## config.mk

```make
export PLATFORM = sky130hd
export DESIGN_NAME = osc_halt_safing
export DESIGN_NICKNAME = d
export VERILOG_FILES = /design/src/rtl/osc_halt_safing.sv
export SDC_FILE = /design/constraint.sdc
export NUM_CORES = 1
export LEC_CHECK = 0
export ABC_AREA = 1
export BUFFER_PORTS_ARGS = -buffer_cell sky130_fd_sc_hd__buf_2
export CAP_MARGIN = 25
export CORE_MARGIN = 4
export CORE_UTILIZATION = 37
export CTS_CLUSTER_DIAMETER = 150
export CTS_CLUSTER_SIZE = 8
export DETAILED_ROUTE_END_ITERATION = 6
export PLACE_DENSITY = 0.71
export SLEW_MARGIN = 20
export SYNTH_ARGS = -nofsm -noshare
export SYNTH_HDL_FRONTEND = slang
export SYNTH_SLANG_ARGS = --single-unit
```

## constraint.sdc

```tcl
create_clock -name chk_clk -period 1.2 [get_ports chk_clk]
set_clock_uncertainty 0.05 [all_clocks]
set_input_delay 0.12 -clock chk_clk [delete_from_list [all_inputs] [get_ports chk_clk]]
set_output_delay 0.12 -clock chk_clk [all_outputs]
set_load 0.1 [all_outputs]
```

## src/rtl/osc_halt_safing.sv

```systemverilog
module osc_halt_safing #(
  parameter int NPINS = 6,
  parameter int TIMEOUT = 16,
  parameter logic [NPINS-1:0] DBG_KEEP = 6'b000111
) (
  input  logic             chk_clk,
  input  logic             rst_n,
  input  logic             osc_in,
  input  logic             standby,
  input  logic             dbg_attached,
  input  logic             safe_en,
  input  logic [NPINS-1:0] mux_dout,
  input  logic [NPINS-1:0] mux_oe,
  output logic [NPINS-1:0] pin_dout,
  output logic [NPINS-1:0] pin_oe,
  output logic             halt_det
);
  localparam int CNT_W = $clog2(TIMEOUT + 1);
  localparam logic [CNT_W-1:0] LAST = CNT_W'(TIMEOUT - 1);
  localparam logic [CNT_W-1:0] SAT  = CNT_W'(TIMEOUT);

  logic [2:0]       osc_sh;
  logic             armed;
  logic             halt_q;
  logic [CNT_W-1:0] quiet;

  wire osc_edge = osc_sh[1] ^ osc_sh[2];
  wire expire   = armed && !standby && !osc_edge && (quiet == LAST);

  always_ff @(posedge chk_clk or negedge rst_n) begin
    if (!rst_n) begin
      osc_sh <= '0;
      armed  <= 1'b0;
      halt_q <= 1'b0;
      quiet  <= '0;
    end else begin
      osc_sh <= {osc_sh[1:0], osc_in};
      armed  <= armed | osc_edge;
      halt_q <= halt_q | expire;
      if (osc_edge || standby || !armed)
        quiet <= '0;
      else if (quiet != SAT)
        quiet <= quiet + 1'b1;
    end
  end

  wire             force_any = safe_en && (halt_q || standby);
  wire [NPINS-1:0] keep_mask = dbg_attached ? DBG_KEEP : '0;
  wire [NPINS-1:0] force_vec = {NPINS{force_any}} & ~keep_mask;

  assign pin_oe   = mux_oe & ~force_vec;
  assign pin_dout = mux_dout;
  assign halt_det = halt_q;
endmodule


```

Yosys cells after proc, flatten, opt, wreduce, memory -nomap -nowiden
Cells that the tools add are included.

$add $sub $neg: 1. Eq/ne operators: 2. Bitwise gates (word level): 7. Mux-type cells: 3. Reductions and logical operators: 11.

Operators with widths (number): $and 6x6->6 (2); $mux 5 (2); $not 3->6 (1); $not 6->6 (1); $add 5x1->5 const B (1); $eq 5x4->1 const B (1); $ne 5x5->1 const B (1); $logic_and 1x1->1 (4); $logic_not 1->1 (3); $logic_or 1x1->1 (3); $mux 3 (1); $or 1x1->1 (2); $reduce_bool 2->1 (1); $xor 1x1->1 (1).

Logic and storage cells: 28. Bits of input ports: 18. Output and inout port bits: 13. Flip-flop bits (word level): 10.

Depth between registers and ports, before layout
Depth after elaboration: 5. Gate-level depth with buffers: 8. Mapped depth without buffers: 8.

Least setup slack after synthesis
OpenSTA, ideal clock, no wires.

Path kind: register -> output. From: register halt_q, in the netlist halt_det. To: output pin_oe[3]. Arrival: 2.347 ns. Slack: -1.317 ns. Cell stages (with the launch flop): 3. Required time: 1.030 ns. Path buffers: 0. Cells stage by stage: dfrtp_1 o21a_1 nor2_1.

Word-level cells in the longest chain between the ends: 5.

RTL lines: from (decl) (RTL line 24) `logic halt_q;`; from (signal assigned) (RTL line 39) `halt_q <= halt_q | expire;`; $logic_or 1x1->1 (RTL line 47) `wire force_any = safe_en && (halt_q || standby);`; $logic_and 1x1->1 (RTL line 47); $and 6x6->6 (RTL line 49) `wire [NPINS-1:0] force_vec = {NPINS{force_any}} & ~keep_mask;`; $not 6->6 (RTL line 51) `assign pin_oe = mux_oe & ~force_vec;`; $and 6x6->6 (RTL line 51); to (decl) (RTL line 15) `output logic [NPINS-1:0] pin_oe,`.

Every way passes these cells.

Worst setup path after layout
From: register halt_q, in the netlist halt_det. To: output pin_oe[4].

Same word-level chain as after synthesis.

==> run_results.csv <==
group,metric,value,unit
grt,grt_max_degree,11,
setup_path,crit_type,"flop to output port",
detailed_routing,drtIter0Drc,2,
clocking,clk_pin_slew,0.07,ns
detailed_routing,drt-met1-wl,525,microns
timing,finalHoldViolCount,0,
timing,min_period_over_period,129,%
setup_path,worst_ep_arrival_time,1.38,ns
setup_path,cp-end-kind,"output port",
power_and_ir_drop,leakagePower,0.452,nW
grt,grt_pass1_wl,2120,microns
final_layout,final_nets,115,
timing,worst_pin_slew,0.214,ns
detailed_routing,drc_errors,0,
synthesis,syn_area,557,sq um
detailed_routing,firstDrtPassIters,2,
floorplanning,coreArea,1370,sq um
run_status,status,"complete, but fails checks",
floorplanning,dieArea,2190,sq um
synthesis,ys_ff_latch,10,
synthesis,avgSynthCellArea,8.07,sq um
setup_path,crit_path_start_kind,"flop",
timing,post-route-min-period,1.55,ns
clocking,worstSkewPairLatency,0.26,ns
final_layout,fill_cells,105,
power_and_ir_drop,peakVddDrop,0.000925,V
setup_path,worstPathRequired,1.03,ns
detailed_routing,wl_met2,727,microns
grt,gr-usage-all-layers,13.6,%
place,placed_cells,99,
final_layout,fin_util,70.7,%
grt,grt.overflow.total,0,
floorplanning,fp-row-count,13,
final_layout,layoutNonFillerInstCount,108,
place,place_congestion,0.665,
timing,drv_slew,0,
run,drv_cap,0,
place,dp_hpwl,903,microns
synthesis,synth_area_leader_cell,"dfrtp_1",
clocking,cts_tree,"yes",
detailed_routing,vias_per_cell,4.38,
final_layout,num_antenna_cells,0,
floorplanning,start_util,40.8,%
final_layout,mostFrequentLayoutCell,"buf_2",
clocking,cts_sinks,10,
timing,rsz0062_at_grt,"yes",
clocking,clock_path_buffers,2,
synthesis,syn_inst,69,
clocking,htreeDepth,1,
synthesis,synth.distinct_cells,15,
timing,setup_viol,8,
min_path,hp-class,"input pin to async pin",
floorplanning,boundaryPins,31,
timing,max_freq,645,MHz
clocking,cts_buffers,3,
floorplanning,die_h,46.8,microns
final_layout,drive_gt1_share,62.4,%
place,io_buffer_count,18,
floorplanning,dieWidth,46.8,microns
timing,maxSlewHeadroom,85.7,%
setup_path,crit_fanout,3,
detailed_routing,wirelength,1290,microns
detailed_routing,topRoutingLayerUsed,"met3",
power_and_ir_drop,power,0.000944,W
synthesis,synthTopCellsByArea,"dfrtp_1, inv_1, buf_4",
detailed_routing,drt.antenna.violating_nets,0,
grt,grt_pass1_vias,524,
synthesis,synth_warnings,0,
detailed_routing,wl_per_cell,11.9,microns
final_layout,syn_to_final_growth,73.5,%
synthesis,syn-num-nets,90,
synthesis,yosysSeqAreaShare,44.9,%
detailed_routing,vias,473,
final_layout,most-common-layout-cells,"buf_2, inv_1, dfrtp_1",
power_and_ir_drop,power-per-cell-area,978,nW/um^2
timing,setup_ws,-0.349,ns
detailed_routing,dr_wl_met3,37,microns
synthesis,synth_top_area_share,44.9,%
clocking,ctsRootBufferMaster,"clkbuf_4",
run_status,violations,"setup timing",
place,preCtsSetupSlack,-0.0807,ns
grt,grt_antenna_before_repair,0,
## per-layer routing
metal / track usage (%) / up-vias
met1: 17.5 / 215
met2: 22.5 / 10
met4: 3.87 / 0
met3: 3.45 / 0
li1: - / 248
met5: 0 / -
## timing repair
item                                   CTS  global route
setup endpoints to repair                8            12
buffers inserted                         3             0
resized for setup                        6            14
hold buffers                             2             0
pin swaps                                3             7
endpoints found under the hold margin   11             0
cloned                                   0             0
## sequential cells by signal, indices dropped and copies added, names as in the netlist
signal / flops
armed: 1
halt_det: 1
osc_sh: 3
quiet: 5
## critical path, stage by stage, from the launching register on
cell and delay (ns):
dfrtp_4 0.48, o21a_4 0.23, buf_4 0.14, nor2_4 0.09, buf_12 0.18
## per-stage QoR
step	hold WS (ns)	instance area, sq um	setup TNS, ns
floorplan	-0.226	617	-2.18
global placement	-0.0666	808	-0.217
detailed placement	-0.0654	808	-0.294
CTS	0.164	923	-2.30
global route	0.190	966	-2.73
finish	0.190	966	-2.18
## cells by family (layout without fill, tap and decap cells)
logic type | after synthesis | in the layout | share of synthesized area (%)
DFF | 10 | 10 | 44.9
buffers and inverters | 22 | 46 | 18.9
AOI/OAI and AO/OA | 5 | 5 | 5.39
adders and majority gates | 3 | 3 | 6.74
and+or+nand+nor | 29 | 29 | 24.0
## power by group
| part | internal (W) | total, W | switching, W |
|---|---|---|---|
| Sequential | 0.000347 | 0.000354 | 0.00000763 |
| Clock | 0.000184 | 0.000293 | 0.000109 |
| Combinational | 0.000117 | 0.000297 | 0.000180 |
| Total | 0.000648 | 0.000944 | 0.000297 |
## synth_stat cells (all sizes together)
library cell	number
dfrtp	10
ha	3
inv	16
nand3	6
nand4	1
or2	1
buf	6
o21a	1
a21oi	3
nor2	8
nand2	13
o21bai	1
## path summary, 6_finish.rpt
| path | from | to | slack, ns | cells after the start |
|---|---|---|---|---|
| setup / recovery | halt_det | pin_oe[4] | -0.35 | 4 |
| hold / removal | rst_n | osc_sh[0] | 0.19 | 2 |
| setup reg to reg | quiet[0] | quiet[4] | -0.04 | 5 |
| hold reg to reg | osc_sh[0] | osc_sh[1] | 0.32 | 0 |
| max in group asynchronous | rst_n | halt_det | 0.71 | 2 |
| min in group chk_clk | mux_dout[1] | pin_dout[1] | 0.19 | 0 |
## cell type report
cell class              count  area, sq um  area share [%]
multi-input cells          37          309            32.0
repair buffers             26          277            28.6
flip-flops and latches     10          254            26.3
inverters                  16         71.3            7.38
clock buffers               4         36.3            3.76
well taps                  15         18.8            1.94
Power figures use the tool's default switching activity.
